$ cat config.mk
export PLATFORM = sky130hd
export DESIGN_NAME = otp_word_mem
export DESIGN_NICKNAME = d
export VERILOG_FILES = /design/src/rtl/otp_pkg.sv /design/src/rtl/otp_mode_decode.sv /design/src/rtl/otp_pulse_fsm.sv /design/src/rtl/otp_array.sv /design/src/rtl/otp_word_mem.sv
export SDC_FILE = /design/constraint.sdc
export NUM_CORES = 2
export LEC_CHECK = 0
export ABC_AREA = 0
export BUFFER_PORTS_ARGS = -buffer_cell sky130_fd_sc_hd__clkbuf_2
export CORE_AREA = 3 3 355 392
export CTS_CLUSTER_DIAMETER = 30
export CTS_CLUSTER_SIZE = 20
export DETAILED_ROUTE_END_ITERATION = 16
export DIE_AREA = 0 0 358 395
export PLACE_DENSITY_LB_ADDON = 0.12
export SKIP_LAST_GASP = 1
export SYNTH_ARGS = -nofsm -noshare
export SYNTH_HDL_FRONTEND = slang
export SYNTH_SLANG_ARGS = --single-unit
$ cat constraint.sdc
create_clock -name clk -period 2.95 [get_ports clk]
set_input_delay 0.4425 -clock clk [delete_from_list [all_inputs] [get_ports clk]]
set_output_delay 0.4425 -clock clk [all_outputs]
set_load 0.03 [all_outputs]
$ cat src/rtl/otp_pkg.sv
package otp_pkg;
    typedef enum logic [2:0] {
        MD_STANDBY,
        MD_READ,
        MD_OUT_OFF,
        MD_PROGRAM,
        MD_VERIFY,
        MD_INHIBIT
    } mode_t;

    typedef enum logic [1:0] {
        PS_IDLE,
        PS_COUNT,
        PS_HOLD
    } pstate_t;
endpackage

$ cat src/rtl/otp_mode_decode.sv
module otp_mode_decode
    import otp_pkg::*;
(
    input  logic  sel_n,
    input  logic  oe_gate_n,
    input  logic  vpp_on,
    output mode_t mode,
    output logic  read_req
);
    always_comb begin
        unique case ({vpp_on, sel_n, oe_gate_n})
            3'b000:  mode = MD_READ;
            3'b001:  mode = MD_OUT_OFF;
            3'b010,
            3'b011:  mode = MD_STANDBY;
            3'b100,
            3'b101:  mode = MD_PROGRAM;
            3'b110:  mode = MD_VERIFY;
            default: mode = MD_INHIBIT;
        endcase
    end

    assign read_req = (mode == MD_READ) || (mode == MD_VERIFY);
endmodule

$ cat src/rtl/otp_pulse_fsm.sv
module otp_pulse_fsm
    import otp_pkg::*;
#(
    parameter int AW         = 6,
    parameter int WIDTH      = 16,
    parameter int PGM_CYCLES = 4
) (
    input  logic             clk,
    input  logic             rst_n,
    input  logic             sel_n,
    input  logic             vpp_on,
    input  logic [AW-1:0]    addr,
    input  logic [WIDTH-1:0] din,
    output logic             wr_en,
    output logic [AW-1:0]    wr_addr,
    output logic [WIDTH-1:0] wr_data
);
    localparam int CW = $clog2(PGM_CYCLES + 1);
    localparam logic [CW-1:0] LAST = CW'(PGM_CYCLES - 1);

    pstate_t          state, state_nx;
    logic [CW-1:0]    cnt, cnt_nx;
    logic [AW-1:0]    cap_addr, cap_addr_nx;
    logic [WIDTH-1:0] cap_data, cap_data_nx;
    logic             spoiled;

    assign spoiled = !vpp_on || (addr != cap_addr) || (din != cap_data);

    // state register
    always_ff @(posedge clk or negedge rst_n) begin
        if (!rst_n) begin
            state    <= PS_IDLE;
            cnt      <= '0;
            cap_addr <= '0;
            cap_data <= '0;
        end else begin
            state    <= state_nx;
            cnt      <= cnt_nx;
            cap_addr <= cap_addr_nx;
            cap_data <= cap_data_nx;
        end
    end

    // next state and outputs
    always_comb begin
        state_nx    = state;
        cnt_nx      = cnt;
        cap_addr_nx = cap_addr;
        cap_data_nx = cap_data;
        wr_en       = 1'b0;
        unique case (state)
            PS_IDLE: begin
                if (!sel_n && vpp_on) begin      // start
                    state_nx    = PS_COUNT;
                    cnt_nx      = CW'(1);
                    cap_addr_nx = addr;
                    cap_data_nx = din;
                end
            end
            PS_COUNT: begin
                if (sel_n) begin                 // short
                    state_nx = PS_IDLE;
                    cnt_nx   = '0;
                end else if (spoiled) begin      // abort
                    state_nx = PS_HOLD;
                    cnt_nx   = '0;
                end else if (cnt == LAST) begin  // commit
                    state_nx = PS_HOLD;
                    cnt_nx   = '0;
                    wr_en    = 1'b1;
                end else begin                   // tick
                    cnt_nx = cnt + CW'(1);
                end
            end
            PS_HOLD: begin
                if (sel_n) state_nx = PS_IDLE;   // release
            end
            default: state_nx = PS_IDLE;
        endcase
    end

    assign wr_addr = cap_addr;
    assign wr_data = cap_data;

    // checker: consecutive low edges seen before the current one
    logic [CW-1:0] low_run;
    always_ff @(posedge clk or negedge rst_n) begin
        if (!rst_n)                           low_run <= '0;
        else if (sel_n || !vpp_on)            low_run <= '0;
        else if (low_run != CW'(PGM_CYCLES))  low_run <= low_run + CW'(1);
    end

    assert_full_pulse_R5: assert property (@(posedge clk) disable iff (!rst_n)
        wr_en |-> (!sel_n && vpp_on && low_run >= LAST));

    assert_single_write_R7: assert property (@(posedge clk) disable iff (!rst_n)
        wr_en |=> !wr_en);

    assert_stable_capture_R6: assert property (@(posedge clk) disable iff (!rst_n)
        wr_en |-> (addr == wr_addr && din == wr_data));
endmodule

$ cat src/rtl/otp_array.sv
module otp_array #(
    parameter int DEPTH = 64,
    parameter int WIDTH = 16,
    parameter int AW    = 6
) (
    input  logic             clk,
    input  logic             rst_n,
    input  logic             erase_en,
    input  logic             wr_en,
    input  logic [AW-1:0]    wr_addr,
    input  logic [WIDTH-1:0] wr_data,
    input  logic             rd_en,
    input  logic [AW-1:0]    rd_addr,
    output logic [WIDTH-1:0] rd_data,
    output logic             rd_drv
);
    logic [WIDTH-1:0] mem [DEPTH];

    always_ff @(posedge clk or negedge rst_n) begin
        if (!rst_n) begin
            for (int i = 0; i < DEPTH; i++) mem[i] <= '1;
        end else if (erase_en) begin
            for (int i = 0; i < DEPTH; i++) mem[i] <= '1;
        end else if (wr_en) begin
            mem[wr_addr] <= mem[wr_addr] & wr_data;
        end
    end

    always_ff @(posedge clk or negedge rst_n) begin
        if (!rst_n) begin
            rd_data <= '0;
            rd_drv  <= 1'b0;
        end else begin
            rd_drv  <= rd_en;
            rd_data <= rd_en ? mem[rd_addr] : '0;
        end
    end

    // checker support
    logic             all_ones;
    logic [AW-1:0]    chk_addr;
    logic [WIDTH-1:0] chk_old;
    logic             chk_v;

    always_comb begin
        all_ones = 1'b1;
        for (int i = 0; i < DEPTH; i++) all_ones = all_ones & (&mem[i]);
    end

    always_ff @(posedge clk or negedge rst_n) begin
        if (!rst_n) begin
            chk_v    <= 1'b0;
            chk_addr <= '0;
            chk_old  <= '0;
        end else begin
            chk_v    <= wr_en;
            chk_addr <= wr_addr;
            chk_old  <= mem[wr_addr];
        end
    end

    assert_no_bit_rise_R2: assert property (@(posedge clk) disable iff (!rst_n)
        chk_v |-> ((mem[chk_addr] & ~chk_old) == '0));

    assert_erase_all_ones_R1: assert property (@(posedge clk) disable iff (!rst_n)
        erase_en |=> all_ones);
endmodule

$ cat src/rtl/otp_word_mem.sv
module otp_word_mem
    import otp_pkg::*;
#(
    parameter int DEPTH      = 64,
    parameter int WIDTH      = 16,
    parameter int PGM_CYCLES = 4,
    localparam int AW        = $clog2(DEPTH)
) (
    input  logic             clk,
    input  logic             rst_n,
    input  logic             sel_n,
    input  logic             oe_gate_n,
    input  logic             vpp_on,
    input  logic             erase,
    input  logic [AW-1:0]    addr,
    input  logic [WIDTH-1:0] din,
    output logic [WIDTH-1:0] dout,
    output logic             dout_drv
);
    mode_t            mode;
    logic             read_req;
    logic             wr_en;
    logic [AW-1:0]    wr_addr;
    logic [WIDTH-1:0] wr_data;
    logic             erase_en;

    assign erase_en = erase && !vpp_on;

    otp_mode_decode u_dec (
        .sel_n     (sel_n),
        .oe_gate_n (oe_gate_n),
        .vpp_on    (vpp_on),
        .mode      (mode),
        .read_req  (read_req)
    );

    otp_pulse_fsm #(.AW(AW), .WIDTH(WIDTH), .PGM_CYCLES(PGM_CYCLES)) u_fsm (
        .clk     (clk),
        .rst_n   (rst_n),
        .sel_n   (sel_n),
        .vpp_on  (vpp_on),
        .addr    (addr),
        .din     (din),
        .wr_en   (wr_en),
        .wr_addr (wr_addr),
        .wr_data (wr_data)
    );

    otp_array #(.DEPTH(DEPTH), .WIDTH(WIDTH), .AW(AW)) u_arr (
        .clk      (clk),
        .rst_n    (rst_n),
        .erase_en (erase_en),
        .wr_en    (wr_en),
        .wr_addr  (wr_addr),
        .wr_data  (wr_data),
        .rd_en    (read_req),
        .rd_addr  (addr),
        .rd_data  (dout),
        .rd_drv   (dout_drv)
    );

    assert_standby_quiet_R3: assert property (@(posedge clk) disable iff (!rst_n)
        (sel_n && !vpp_on) |=> (!dout_drv && dout == '0));

    assert_read_drives_R4: assert property (@(posedge clk) disable iff (!rst_n)
        (!sel_n && !oe_gate_n && !vpp_on) |=> dout_drv);

    assert_verify_drives_R8: assert property (@(posedge clk) disable iff (!rst_n)
        (sel_n && !oe_gate_n && vpp_on) |=> dout_drv);

    assert_inhibit_no_write_R9: assert property (@(posedge clk) disable iff (!rst_n)
        (sel_n && oe_gate_n && vpp_on) |-> !wr_en);

    assert_program_quiet_R11: assert property (@(posedge clk) disable iff (!rst_n)
        (!sel_n && vpp_on) |=> !dout_drv);
endmodule

==> flow_summary.ini <==
[place]
numPortBuffers = 44
pre_cts_ws_ns = -0.355
gp_congestion = 0.935
dp_hpwl_mm = 168

[clocking]
cts_root_buf = clkbuf_16
clkSinkCount = 1068
cts_tree = built
cts_inserted_buffers = 284
clock_latency_ns = 0.91
clock_path_buffers = 4
clkTransAtPathRegs_ns = 0.04
cts_max_level = 5

[critical_path]
cp-start-kind = flip-flop
critPathCaptureType = flip-flop
critical-path-slowest-cell = dfrtp_2
path_buf_inv = 4
cpLargestDelayFamily = compound AO/OA/AOI/OAI gates
crit_chain = and2_2 -> buf_4 -> a221o_1 -> a21oi_1 -> buf_4 -> o22ai_1 -> o41ai_4 -> buf_12 -> buf_12 -> o211ai_1
cp_slowest_stage_delay_ns = 0.47
arrival_ns = 3.87
crit_type = reg -> reg
worstPathMaxFanout = 19
cp_data_required_time_ns = 3.71

[routing]
drt-pass1-iter-count = 8
vias = 53500
vias_per_cell = 6.84
drt_iter0_drc = 6720
final_antenna_net_count = 0
wl_mm = 266
drc = 0
wl_per_cell_um = 34.1

[run_status]
status = finished with violations
violations = negative setup slack

[grt]
use_met3_pct = 9.90
antenna_found_initial = 7
grt_max_degree = 98
overflow = 0
grtUsageMet2_pct = 52.0
grt_pass1_vias = 52900
grt.busiest_layer = met2
use_met1_pct = 50.3
grt_use_total_pct = 36.4
grt_pass1_wl_mm = 378

[synth]
synth_flop_cell = dfstp_2
synth_area_leaders = dfstp_2 44%, mux4_2 11%, o211ai_1 11%
yosys.area.top_type = dfstp_2
synth_top_area_share_pct = 44.2
synth_cells = 5428
yosysMostFrequentCell = dfstp_2
synth_edf_count = 0
synth_warnings = 0
synth.cell_area_um2 = 60900
ys_seq_area_share_pct = 46.0
synthArstFlopShare_pct = 100
ys_types = 58
syn-num-nets = 5457
ys_ff_latch = 1068
synth.avg_cell_area_um2 = 11.2
synth_commonest_cells = 1,024 x dfstp_2, 1,014 x nand2_1, 891 x o211ai_1

[die]
rows = 142
core_um2 = 136000
die_y_um = 395
die_area_um2 = 141000
io_pins = 45
start_util_pct = 44.8
die_w_um = 358

[timing]
finClkSkew_ns = 0.0798
slew_headroom_pct = 51.6
rsz0062_at_grt = yes
hold_slack_ns = 0.109
finalHoldViolations = 0
tightest_slew_ns = 0.726
slew_viol_final = 0
max_freq_ghz = 0.322
period_share_pct = 105
worst_slack_ns = -0.160
timing.final.crit_period_ns = 3.11
setup-violations-final = 452
finalSetupTns_ns = -16.97

[final_layout]
final_core_util_pct = 58.4
area_growth_pct = 30.3
n_fill_cell = 11100
drive_gt1_share_pct = 47.5
final_nets = 5849

[pwr]
irDropWorstVdd_v = 0.000550
total_power_w = 0.0605
power_density_nw_per_um2 = 763
leakagePower_nw = 34.4

[worst_hold_path]
hp-class = in -> reg

[job]
maxCapViolCount = 0
state kept, by name (all words and copies together) (netlist names):
name and count:
u_arr.mem 1024, u_arr.rd_data 16, u_fsm.wr_data 16, u_fsm.wr_addr 6, u_fsm.cnt 3, u_fsm.state 2
u_arr.rd_drv 1
metal layers:
| metal | up-vias | routed length, um |
|---|---|---|
| met5 | - | 0 |
| met2 | 3346 | 115000 |
| met3 | 667 | 29900 |
| met1 | 27700 | 106000 |
| met4 | 0 | 16000 |
| li1 | 21700 | - |
final timing paths:
check	slack, ns	to	from	depth (start not counted)
worst max-delay path	-0.16	u_arr.mem[759]	u_fsm.wr_addr[1]	10
worst min register to register	0.49	u_fsm.cnt[0]	u_fsm.cnt[0]	1
min in group asynchronous	0.22	u_arr.rd_data[9]	rst_n	2
worst max register to register	-0.16	u_arr.mem[759]	u_fsm.wr_addr[1]	10
max in group asynchronous	1.72	u_arr.mem[879]	rst_n	3
worst min-delay path	0.11	u_fsm.state[0]	vpp_on	3
layout make-up:
class,instances,area [um^2],share of cell area (%)
timing repair buffer,805,9840,12.4
inverter,4,22.5,0.0284
sequential,1068,28000,35.3
antenna,3,7.51,0.00947
clock inverter,120,1360,1.71
tap,1800,2250,2.84
multi-input combinational,3657,29900,37.7
clock buffer,364,7890,9.95
power breakdown:
group	switching (W)	leakage, nW	internal, W
logic	0.00950	18.6	0.00605
registers	0.000141	11.3	0.0149
clock network	0.00933	4.49	0.0207
layout by cell type, fill, tap and decap left out, drive strengths merged, types with 16 or more instances in the layout:
master and count:
xnor2 20, nand4 75, mux4 309, a221o 85
nor2 93, clkinv 58, o211ai 968, buf 726
clkinvlp 28, o21ai 35, o221a 28, o2bb2ai 18
mux2 75, o22ai 108, dlygate4sd3 19, nand2 1014
nor3 44, or3 66, nand3b 31, a22o 16
o22a 63, bufinv 23, dfstp 1024, dfrtp 44
clkbuf 423, mux2i 261, a21oi 106, a221oi 121
o21a 16, a22oi 22
logic make-up (layout without fill, tap and decap cells):
kind of cell               Yosys count  in the layout  share of synthesized area, %
AOI/OAI and AO/OA                 1611           1611                          21.2
xor gates and xnor gates            23             23                         0.343
adders and majority gates            1              1                        0.0206
buffers and inverters              705           1293                          5.66
DFF                               1068           1068                          46.0
muxes                              645            645                          17.1
other                                0              3                             0
and+or+nand+nor                   1375           1377                          9.67
worst register-to-register path, cell delays in order (launching register included):
cell	delay (ns)
dfrtp_2	0.47
and2_2	0.36
buf_4	0.24
a221o_1	0.30
a21oi_1	0.26
buf_4	0.19
o22ai_1	0.20
o41ai_4	0.46
buf_12	0.21
buf_12	0.21
o211ai_1	0.14
metrics by stage:
step | cells | instance area (um^2)
finish | 7821 | 79300
global route | 7819 | 79300
CTS | 7778 | 78300
detailed placement | 7257 | 68400
global placement | 7257 | 68400
floorplan | 5428 | 60900
what timing repair did:
action                                  CTS  global route
hold buffers                             19             0
gates resized for setup                  40            79
pin swaps                                 5            19
hold endpoints to repair                 39             0
gates cloned                              4            22
setup buffers                            14            24
endpoints found under the setup margin  636           896
(Power assumes the default switching activity.)
